**src/rtl/int_alu.sv**
```systemverilog
module int_alu #(
  parameter int WIDTH = 32,
  parameter int GROUP = 4
) (
  input  logic [WIDTH-1:0] a_in,
  input  logic [WIDTH-1:0] b_in,
  input  logic [2:0]       op_sel,
  output logic [WIDTH-1:0] result,
  output logic             zero,
  output logic             ovf
);

  localparam int MSB  = WIDTH - 1;
  localparam int NGRP = WIDTH / GROUP;
  localparam int LOWG = NGRP - 1;

  localparam logic [2:0] OP_AND = 3'b000;
  localparam logic [2:0] OP_OR  = 3'b001;
  localparam logic [2:0] OP_ADD = 3'b010;
  localparam logic [2:0] OP_SUB = 3'b110;
  localparam logic [2:0] OP_SLT = 3'b111;

  logic             sub_en;
  logic [MSB:0]     b_eff;
  logic [MSB:0]     gen;
  logic [MSB:0]     prp;
  logic [MSB:0]     bit_c;
  logic [MSB:0]     sum;
  logic [LOWG-1:0]  grp_g;
  logic [LOWG-1:0]  grp_p;
  logic [NGRP-1:0]  grp_c;
  logic             c_out;
  logic             arith_ovf;
  logic             less;

  assign sub_en = (op_sel == OP_SUB) || (op_sel == OP_SLT);
  assign b_eff  = b_in ^ {WIDTH{sub_en}};
  assign gen    = a_in & b_eff;
  assign prp    = a_in ^ b_eff;

  always_comb begin
    logic g_acc;
    logic p_acc;
    grp_g = '0;
    grp_p = '0;
    for (int gi = 0; gi < LOWG; gi++) begin
      g_acc = 1'b0;
      p_acc = 1'b1;
      for (int k = 0; k < GROUP; k++) begin
        g_acc = gen[gi*GROUP+k] | (prp[gi*GROUP+k] & g_acc);
        p_acc = p_acc & prp[gi*GROUP+k];
      end
      grp_g[gi] = g_acc;
      grp_p[gi] = p_acc;
    end
  end

  always_comb begin
    logic acc;
    logic pp;
    grp_c    = '0;
    grp_c[0] = sub_en;
    for (int gi = 0; gi < LOWG; gi++) begin
      acc = grp_g[gi];
      pp  = grp_p[gi];
      for (int j = gi - 1; j >= 0; j--) begin
        acc = acc | (pp & grp_g[j]);
        pp  = pp & grp_p[j];
      end
      grp_c[gi+1] = acc | (pp & sub_en);
    end
  end

  always_comb begin
    logic acc;
    logic pp;
    bit_c = '0;
    for (int gi = 0; gi < NGRP; gi++) begin
      bit_c[gi*GROUP] = grp_c[gi];
      for (int k = 1; k < GROUP; k++) begin
        acc = gen[gi*GROUP+k-1];
        pp  = prp[gi*GROUP+k-1];
        for (int j = k - 2; j >= 0; j--) begin
          acc = acc | (pp & gen[gi*GROUP+j]);
          pp  = pp & prp[gi*GROUP+j];
        end
        bit_c[gi*GROUP+k] = acc | (pp & grp_c[gi]);
      end
    end
  end

  assign sum       = prp ^ bit_c;
  assign c_out     = gen[MSB] | (prp[MSB] & bit_c[MSB]);
  assign arith_ovf = bit_c[MSB] ^ c_out;
  assign less      = sum[MSB] ^ arith_ovf;

  always_comb begin
    result = '0;
    ovf    = 1'b0;
    case (op_sel)
      OP_AND: result = a_in & b_in;
      OP_OR:  result = a_in | b_in;
      OP_ADD: begin result = sum; ovf = arith_ovf; end
      OP_SUB: begin result = sum; ovf = arith_ovf; end
      OP_SLT: result = {{(WIDTH-1){1'b0}}, less};
      default: begin result = '0; ovf = 1'b0; end
    endcase
  end

  assign zero = ~|result;

endmodule

```
**config.mk**
```make
export PLATFORM = sky130hd
export DESIGN_NAME = int_alu
export DESIGN_NICKNAME = d
export VERILOG_FILES = /design/src/rtl/int_alu.sv
export SDC_FILE = /design/constraint.sdc
export NUM_CORES = 1
export LEC_CHECK = 0
export BUFFER_PORTS_ARGS = -buffer_cell sky130_fd_sc_hd__buf_2
export CAP_MARGIN = 20
export CORE_UTILIZATION = 53
export DETAILED_ROUTE_END_ITERATION = 8
export GPL_TIMING_DRIVEN = 1
export PLACE_DENSITY = 0.94
export SYNTH_ARGS = -nofsm -noshare
export SYNTH_HDL_FRONTEND = slang
export SYNTH_SLANG_ARGS = --single-unit
```
**constraint.sdc**
```tcl
create_clock -name vclk -period 10.15
set_input_delay 2.03 -clock vclk [all_inputs]
set_output_delay 2.03 -clock vclk [all_outputs]
set_load 0.01 [all_outputs]
```
Word-level counts from Yosys, hierarchy flattened
Index checks and enable logic that the tools add are counted.

Flip-flop bits (word level): 0. Output and inout port bits: 34. Word-level logic and storage cells: 260.

Equality and inequality tests: 4. Muxes and demuxes: 2. Bitwise logic cells: 249. Reductions and logical operators: 5.

Operators by type and width (count): $and 1x1->1 (150); $pmux 32 s4 (1); $xor 32x32->32 (3); $or 1x1->1 (91); $and 32x32->32 (2); $or 32x32->32 (1); $reduce_or 32->1 (1); $eq 3x3->1 const B (2); $eq 3x1->1 const B (1); $eq 3x2->1 const B (1); $logic_not 3->1 (1); $reduce_or 2->1 (1); $xor 1x1->1 (2); $logic_not 1->1 (1); $logic_or 1x1->1 (1); $mux 1 (1).

Depth between registers and ports, before layout
Gate-level depths: netlist of run 1.

Word-level depth: 27. Depth in mapped cells: 23.

Worst setup path after synthesis of run 1
OpenSTA, ideal clock, no wires.

Path type: input port to output port. From: input port op_sel[2]. To: output port zero. Arrival time: 6.828 ns. Data required time: 8.120 ns. Path slack: 1.292 ns. Stages on the path: 22. Path buffers: 2. Path through: buf_4 > nand2_1 > buf_1 > xnor2_1 > ha_1 > a21o_1 > a21oi_1 > a21bo_2 > a31oi_1 > nor3_1 > o21ai_0 > nand2_1 > nand2_1 > fa_1 > a32oi_1 > o21ai_0 > nor4_1 > nand4_1 > or3_1 > a211o_1 > a211o_1 > nor4_2.

Elaborated cells on any way between the ends: 257. Classes of those cells: eq/ne (4); mux (1); bitwise (247); reduce/logical (5).

RTL lines: start: declaration (RTL line 7) `input logic [2:0] op_sel,`; $eq 3x3->1 (RTL line 36, 100); $logic_or 1x1->1 (RTL line 36) `assign sub_en = (op_sel == OP_SUB) || (op_sel == OP_SLT);`; $xor 32x32->32 (RTL line 37) `assign b_eff = b_in ^ {WIDTH{sub_en}};`; $xor 32x32->32 or $and 32x32->32 (tied branches) (RTL line 39, 38); $and 1x1->1 (RTL line 50) `g_acc = gen[gi*GROUP+k] | (prp[gi*GROUP+k] & g_acc);`; $or 1x1->1 (RTL line 50); $and 1x1->1 (RTL line 50); $or 1x1->1 (RTL line 50); [2 not listed]; $and 1x1->1 (RTL line 67) `acc = acc | (pp & grp_g[j]);`; $or 1x1->1 (5 in a row) (RTL line 67); $or 1x1->1 (RTL line 70) `grp_c[gi+1] = acc | (pp & sub_en);`; $xor 32x32->32 (RTL line 92) `assign sum = prp ^ bit_c;`; $pmux 32 s4 * (RTL line 100) `case (op_sel)`; named net result[24] (RTL line 8) `output logic [WIDTH-1:0] result,`; $reduce_or 32->1 * (RTL line 110) `assign zero = ~|result;`; $logic_not 1->1 * (RTL line 110); end: declaration (RTL line 9) `output logic zero,`.

The timed path passes the listed nets; every way through them passes the cells marked *.

Worst setup path after layout of run 1
From: input port op_sel[1]. To: output port zero.

Word-level cells in the longest chain between the ends: 27. Elaborated cells on any way between the ends: 257. Classes of those cells: eq/ne (4); mux (1); bitwise (247); reduce/logical (5).

RTL lines: $eq 3x3->1 (RTL line 36, 100); $logic_or 1x1->1 (RTL line 36); $xor 32x32->32 (RTL line 37); $xor 32x32->32 or $and 32x32->32 (tied branches) (RTL line 39, 38); $and 1x1->1 (RTL line 50, 84); $or 1x1->1 (RTL line 50, 84); $and 1x1->1 (RTL line 50); $or 1x1->1 (RTL line 50); [11 not listed]; $or 1x1->1 (RTL line 87) `bit_c[gi*GROUP+k] = acc | (pp & grp_c[gi]);`; $and 1x1->1 (RTL line 93) `assign c_out = gen[MSB] | (prp[MSB] & bit_c[MSB]);`; $or 1x1->1 (RTL line 93); $xor 1x1->1 (RTL line 94) `assign arith_ovf = bit_c[MSB] ^ c_out;`; $xor 1x1->1 (RTL line 95) `assign less = sum[MSB] ^ arith_ovf;`; $pmux 32 s4 * (RTL line 100); $reduce_or 32->1 * (RTL line 110); $logic_not 1->1 * (RTL line 110).

Mark *: on every way between the ends. The rest lies on a longest branch, timed or not.

==> results of run 1 <==
-- path summary, 6_finish.rpt --
kind                  slack, ps  cells past startpoint      start    endpoint
worst max-delay path        890                     24  op_sel[1]        zero
worst min-delay path       4530                      4   b_in[24]  result[24]
-- critical path: stages --
cell and delay [ps]:
buf_2 160, nand2_1 100, buf_4 330, xnor2_1 170, ha_1 310, a21o_1 180
a21oi_1 340, a21bo_2 190, a31oi_1 70, nor3_1 520, o21ai_0 150, nand2_1 90
nand2_1 80, fa_1 410, xnor2_1 160, o32ai_1 140, nor2_1 140, nor4b_1 230
nand4_1 100, or3_1 380, a211o_1 280, a211o_1 270, nor4_2 210, buf_2 170
-- routing by layer --
metal,part of all wire,vias to the layer above
met2,0.48,167
met4,0.028,0
met3,0.078,31
met5,0,-
met1,0.41,1425
li1,-,1483
-- through the flow --
step,hold WS [ps],cell area (sq um),power (mW)
after global placement,4500,3190,0.232
after floorplan,4260,2660,0.169
after CTS,4500,3190,0.242
after global routing,4560,3190,0.268
final,4530,3190,0.246
after detailed placement,4500,3190,0.240
-- cells by family (layout without fill, tap and decap cells) --
family,count (synthesis),after routing,share of synthesized area
xor gates and xnor gates,50,50,0.165
and+or+nand+nor,85,85,0.161
buffers and inverters,32,121,0.0575
adders and majority gates,64,64,0.307
muxes,2,2,0.00754
AOI/OAI and AO/OA,112,112,0.302
-- final cells by class --
cell class,count,area (sq um)
repair buffers,106,543
inverters,15,56.3
well taps,67,83.8
fillers,402,1600
multi-input cells,313,2500
-- where the power goes --
group	internal [mW]	total, mW	leakage (nW)	switching [mW]
logic	0.107	0.246	1.45	0.139
registers	0	0	0	0
clock network	0	0	0	0
total	0.107	0.246	1.45	0.139
-- cells in the final DEF, fill, tap and decap left out, drive strengths merged, types with 9 or more instances in the layout --
| master | netlist | final |
|---|---|---|
| o21ai | 24 | 24 |
| ha | 33 | 33 |
| xnor2 | 46 | 46 |
| nand3 | 10 | 10 |
| buf | 10 | 106 |
| a21oi | 25 | 25 |
| maj3 | 22 | 22 |
| nor2 | 13 | 13 |
| fa | 9 | 9 |
| nand2 | 27 | 27 |
| inv | 15 | 15 |
==> metrics, run 1 <==
status completed; most frequent cell after synthesis xnor2_1; area of the die 5300 sq um; CP endpoint kind output pin; unrepaired setup endpoints after global routing false; Final Wtd Congestion 0.973; min Tclk post-route 9260 ps; fin util 0.666; WS Path Type in -> out; Post-Layout Cell Count 501; Resized cells post-CTS 0; Slew HR 0.340; most frequent cells after synthesis 46 x xnor2_1, 33 x ha_1, 27 x nand2_1; Max IR drop VDD 0.0000404 V; Synth top area share 0.156; Mapped Cells 345; met1 usage 0.381; CTS Hold Bufs 0; gr usage total 0.295; CLK BUF 0; IO buf count 101; via count 3106; Iter 0 DRT Violations 239; Die X 72.8 um; Final period util 0.913; max cap viols 0; mapped cell area 2660 sq um; Total Negative Setup Slacks 0 ps; DRT Pass-1 Iters 6; DPL Wire Length 6.47 mm; synth warn 0; Req. time, crit path 8120 ps; Setup-failing EPs final 0; Pleak 1.45 nW; initial antenna violation count 0; post-CTS setup buffer count 0; final antenna-violating net count 0; critical path arrival 7230 ps; synthesis-to-finish area growth 20.0%; Distinct cells, synth 61; FF+latch count 0; num rows 25; max-slew violation count 0; Synthesized Nets 454; DR vias/cell 6.20; Max Fanout on Critical Path 20; sequential element share of the synthesized area 0; Die Y 72.8 um; syn_area_per_cell 7.70 sq um; endpoints failing hold 0; io pins 101; final WL 7.98 mm; pin count of the biggest net entering global routing 39; met2 usage 0.519; layer with the highest usage met2; sequential cell area 0 sq um; vias in the first global route 2935; final net count 545; initial core utilization 0.555; startpoint types input pin; dpl ws 990 ps; grt ovf 0; fmax 108 MHz; top cells by area, synth ha_1 16%, xnor2_1 15%, maj3_1 7.5%; Core Footprint 4790 sq um; DR WL/cell 15.9 um; Worst Tran Pin Value 989 ps; final setup margin 887 ps; Yosys top cell by area ha_1; placed cells 501; n_diodes 0; Post-route DRC 0; layout cells sized above 1 0.270; global-route wire length before repair 12.7 mm; Power Dens Cells 77.3 nW/um^2; met3 GRT Util 0.0180; Tightest Hold Check Type in -> out
Note: power is estimated with default switching activity, not from simulation.
==> run 2, diff against run 1 <==
CORE_UTILIZATION = 55   (was 53)
PLACE_DENSITY = 0.95   (was 0.94)
SETUP_SLACK_MARGIN = 0.15   (was unset)
clock period = 10.7 ns   (was 10.15 ns; I/O delays follow)
==> run 2 against run 1 <==
- worst setup slack improved by 220 ps
- via count decreased by 1.5%
- critical path type unchanged
- global-route usage grew 0.90 points
- sequential share of layout area is the same
- first-iteration DRC count is 24% lower
- flip-flop and latch count unchanged
- total power down 5.6%
- routed wire length rose by 0.49%
==> metrics, run 2 (synthesized netlist as in run 1, its figures left out) <==
final WL 8.02 mm (+0.49%); DRT Pass-1 Iters 5 (-1); global-route wire length before repair 12.8 mm (+0.60%); crit-path most repeated cell nand2_1; Total Negative Setup Slacks 0 ps (unchanged); Post-route DRC 0 (unchanged); final setup margin 1110 ps (+218 ps); WS Path Type in -> out; met3 wire len 473 um (-24%); DR vias/cell 6.32 (+2.0%); Routed met2 length 3.94 mm (+1.9%); CLK BUF 0 (unchanged); critical path arrival 7450 ps (+220 ps); status completed; Bufs and invs on worst path 3 (unchanged); CP endpoint kind output pin; crit-path max cell delay 480 ps (-40 ps); sequential cell area 0 sq um (unchanged); Tightest Hold Check Type in -> out; Max IR drop VDD 0.0000354 V (-12%); area of the die 5110 sq um (-3.5%); DR WL/cell 16.6 um (+4.0%); Die Y 71.5 um (-1.8%); most common cell after layout, fill and taps aside buf_2; layout cells sized above 1 0.266 (-0.00338); synthesis-to-finish area growth 18.7%; final antenna-violating net count 0 (unchanged); Final Wtd Congestion 0.907 (-6.8%); endpoints failing hold 0 (unchanged); unrepaired setup endpoints after global routing false; delay-heaviest family, CP simple AND/OR/NAND/NOR gates; final net count 543 (-0.37%); max cap viols 0 (unchanged); Power Dens Cells 73.7 nW/um^2 (-4.6%); Pleak 1.44 nW (-0.66%); vias in the first global route 2839 (-3.3%); Die X 71.5 um (-1.8%); grt ovf 0 (unchanged); via count 3060 (-1.5%); min Tclk post-route 9590 ps; slowest CP cell nor3_1; Core Footprint 4500 sq um (-5.9%); DPL Wire Length 6.33 mm (-2.0%); WL met1 3.49 mm (+6.9%); fillers 382 (-5.0%); dpl ws 1230 ps (+239 ps); fmax 104 MHz; Setup-failing EPs final 0 (unchanged); FF+latch count 0 (unchanged); Iter 0 DRT Violations 181 (-24%); Worst Tran Pin Value 1010 ps (+17.6 ps); commonest cells after routing, fill and taps aside 101 x buf_2, 46 x xnor2_1, 33 x ha_1, 27 x nand2_1, 25 x a21oi_1; pin count of the biggest net entering global routing 39 (unchanged); Top Layer Used met4; cells along the critical path buf_2, nand2_1, buf_4, xnor2_1, ha_1, a21o_1, a21oi_1, a21bo_2, a31oi_1, nor3_1, o21ai_0, nand2_1, nand2_1, fa_1, xnor2_1, o32ai_1, nor2_1, nor4b_1, nand4_1, or3_1, a211o_1, a211o_1, nor4_2, buf_2; Final period util 0.897; startpoint types input pin; initial antenna violation count 0 (unchanged); Max Fanout on Critical Path 32 (+60%); CTS Hold Bufs 0 (unchanged); num rows 24 (-4.0%); io pins 101 (unchanged); max-slew violation count 0 (unchanged); Resized cells post-CTS 0 (unchanged); gr usage total 0.304 (+0.00904); initial core utilization 0.589 (+0.0347); post-CTS setup buffer count 0 (unchanged); Req. time, crit path 8560 ps (+440 ps); Slew HR 0.329 (-0.0117); n_diodes 0 (unchanged); IO buf count 101 (unchanged)
==> run 2: cell types whose count changed in the layout (fill, tap and decap cells not counted), sizes merged <==
cell / previous run / this run
buf: 106 / 104
==> run 2: metrics by stage <==
step,area [sq um],hold slack (ps),power [mW],utilization,cells
2_1_floorplan,2660,4480,0.160,-,345
3_3_place_gp,3150,4720,0.220,0.700,484
3_5_place_dp,3150,4750,0.227,0.700,484
4_1_cts,3150,4750,0.229,0.700,484
5_1_grt,3150,4760,0.255,0.700,484
6_report,3150,4760,0.232,0.700,484
==> run 2: report_power, final <==
group / internal (mW) / switching [mW] / total [mW]
Clock: 0 / 0 / 0
Combinational: 0.101 / 0.131 / 0.232
Sequential: 0 / 0 / 0
Total: 0.101 / 0.131 / 0.232
==> run 2: routing by layer <==
metal / global-route usage / vias up
li1: - / 1486
met1: 0.392 / 1424
met2: 0.565 / 138
met3: 0.0141 / 12
met4: 0.0610 / 0
met5: 0 / -
==> run 2: worst paths after layout <==
kind,startpoint,endpoint,slack [ps],cells past startpoint
setup / recovery,op_sel[1],zero,1110,24
hold / removal,b_in[24],result[24],4760,4
==> run 2: area by class of cell <==
class | count | area, sq um | area share
multi-input combinational | 313 | 2500 | 0.794
timing repair buffer | 104 | 528 | 0.168
tap | 52 | 65.1 | 0.0206
inverter | 15 | 56.3 | 0.0179
==> run 3, diff against run 2 <==
CORE_UTILIZATION = 45   (was 55)
PLACE_DENSITY = 0.83   (was 0.95)
clock period = 9.2 ns   (was 10.7 ns; I/O delays follow)
==> run 3 against run 2 <==
- final area rose by 3.1%
- die area rose by 22%
- worst hold slack worse by 600 ps
- largest cell class unchanged
==> metrics, run 3 (synthesized netlist as in run 1, its figures left out) <==
status completed; n_diodes 0 (unchanged); DRT Pass-1 Iters 4 (-1); via count 3069 (+0.29%); Setup-failing EPs final 0 (unchanged); endpoints failing hold 0 (unchanged); Max Fanout on Critical Path 24 (-25%); initial core utilization 0.473 (-0.116); crit-path max cell delay 410 ps (-70 ps); DR WL/cell 16.0 um (-3.3%); Pleak 1.47 nW (+1.8%); unrepaired setup endpoints after global routing false; Slew HR 0.486 (+0.157); Core Footprint 5610 sq um (+25%); synthesis-to-finish area growth 22.3%; sequential cell area 0 sq um (unchanged); gr usage total 0.256 (-0.0484); Req. time, crit path 7360 ps (-1200 ps); WS Path Type in -> out; critical path arrival 6880 ps (-570 ps); Int Pwr 122 uW (+21%); IO buf count 101 (unchanged); slowest CP cell or3_1; Die Y 78.8 um (+10%); FF+latch count 0 (unchanged); DR vias/cell 6.04 (-4.4%); global-route wire length before repair 13.1 mm (+3.0%); final WL 8.13 mm (+1.5%); max-slew violation count 0 (unchanged); layout cells sized above 1 0.289 (+0.0228); final net count 547 (+0.74%); CTS Hold Bufs 0 (unchanged); Die X 78.8 um (+10%); Final Wtd Congestion 0.915 (+0.83%); Power Total 276 uW (+19%); Post-route DRC 0 (unchanged); vias in the first global route 3064 (+7.9%); cells along the critical path buf_2, nand2_2, buf_12, xnor2_1, ha_1, nand3_1, nor2_1, nand2_1, a31oi_2, nor4b_1, o2111ai_1, a21o_1, inv_1, fa_1, nand3_1, o211a_2, o21bai_1, nor4b_1, nand4_1, or3_1, a211o_1, a211o_1, nor4_2, buf_2; DPL Wire Length 6.72 mm (+6.1%); fmax 115 MHz; clock power share 0 (unchanged); Logic pwr share 1.000 (about the same); most common cell after layout, fill and taps aside buf_2; final antenna-violating net count 0 (unchanged); pin count of the biggest net entering global routing 39 (unchanged); Tightest Hold Check Type in -> out; Max IR drop VDD 0.0000386 V (+9.2%); min Tclk post-route 8720 ps; Seq pwr share 0 (unchanged); CP endpoint kind output pin; CLK BUF 0 (unchanged); Bufs and invs on worst path 4 (+1); Power Dens Cells 85.1 nW/um^2 (+15%); Worst Tran Pin Value 772 ps (-235 ps); area of the die 6210 sq um (+22%); Iter 0 DRT Violations 191 (+5.5%); grt ovf 0 (unchanged); io pins 101 (unchanged); delay-heaviest family, CP simple AND/OR/NAND/NOR gates; Final period util 0.948; num rows 27 (+13%); fillers 566 (+48%); sw frac 0.559 (-0.00655); startpoint types input pin; initial antenna violation count 0 (unchanged); max cap viols 0 (unchanged); switching pwr 155 uW (+18%); commonest cells after routing, fill and taps aside 101 x buf_2, 46 x xnor2_1, 33 x ha_1, 26 x nand2_1, 22 x a21oi_1; Total Negative Setup Slacks 0 ps (unchanged)
run 3: changes by cell type in the layout (fill, tap and decap cells not counted), moves of 2 or more:
cell     before  now
a31oi_1       3    1
o21ai_0      22   20
a21oi_1      25   22
a31oi_2       0    2
o21ai_1       2    4
buf_4         3    6
a21oi_2       0    3
run 3: power by group through the flow:
stage / clock network, mW / logic [mW] / registers, mW
floorplan: 0 / 0.186 / 0
global placement: 0 / 0.261 / 0
detailed placement: 0 / 0.270 / 0
CTS: 0 / 0.271 / 0
global route: 0 / 0.305 / 0
finish: 0 / 0.276 / 0
run 3: layer usage:
| metal | vias up | global-route usage | routed length [um] |
|---|---|---|---|
| met2 | 121 | 0.491 | 4090 |
| met4 | 0 | 0.102 | 272 |
| met3 | 29 | 0.0115 | 506 |
| met1 | 1429 | 0.293 | 3260 |
| met5 | - | 0 | 0 |
| li1 | 1490 | - | - |
run 3: cell type report:
class	count	area, sq um	area share
inverter	15	56.3	0.0173
multi-input combinational	313	2530	0.779
tap	72	90.1	0.0277
timing repair buffer	108	571	0.176
run 3: timing repair:
action | CTS | global route
endpoints found under the setup margin | 0 | 1
setup buffers | 0 | 0
resized for setup | 0 | 9
run 3: worst paths after layout:
check	from	slack, ps	to	depth (start not counted)
worst max-delay path	op_sel[1]	480	zero	24
worst min-delay path	a_in[5]	4160	result[5]	4
run 3: metrics by stage:
| stage | utilization | setup WS [ps] | instances | instance area (sq um) | hold slack [ps] |
|---|---|---|---|---|---|
| finish | 0.579 | 476 | 508 | 3250 | 4160 |
| global route | 0.579 | 150 | 508 | 3250 | 4170 |
| CTS | 0.574 | 203 | 508 | 3220 | 4160 |
| detailed placement | 0.574 | 233 | 508 | 3220 | 4160 |
| global placement | 0.574 | 402 | 508 | 3220 | 4150 |
| floorplan | - | 722 | 345 | 2660 | 3880 |
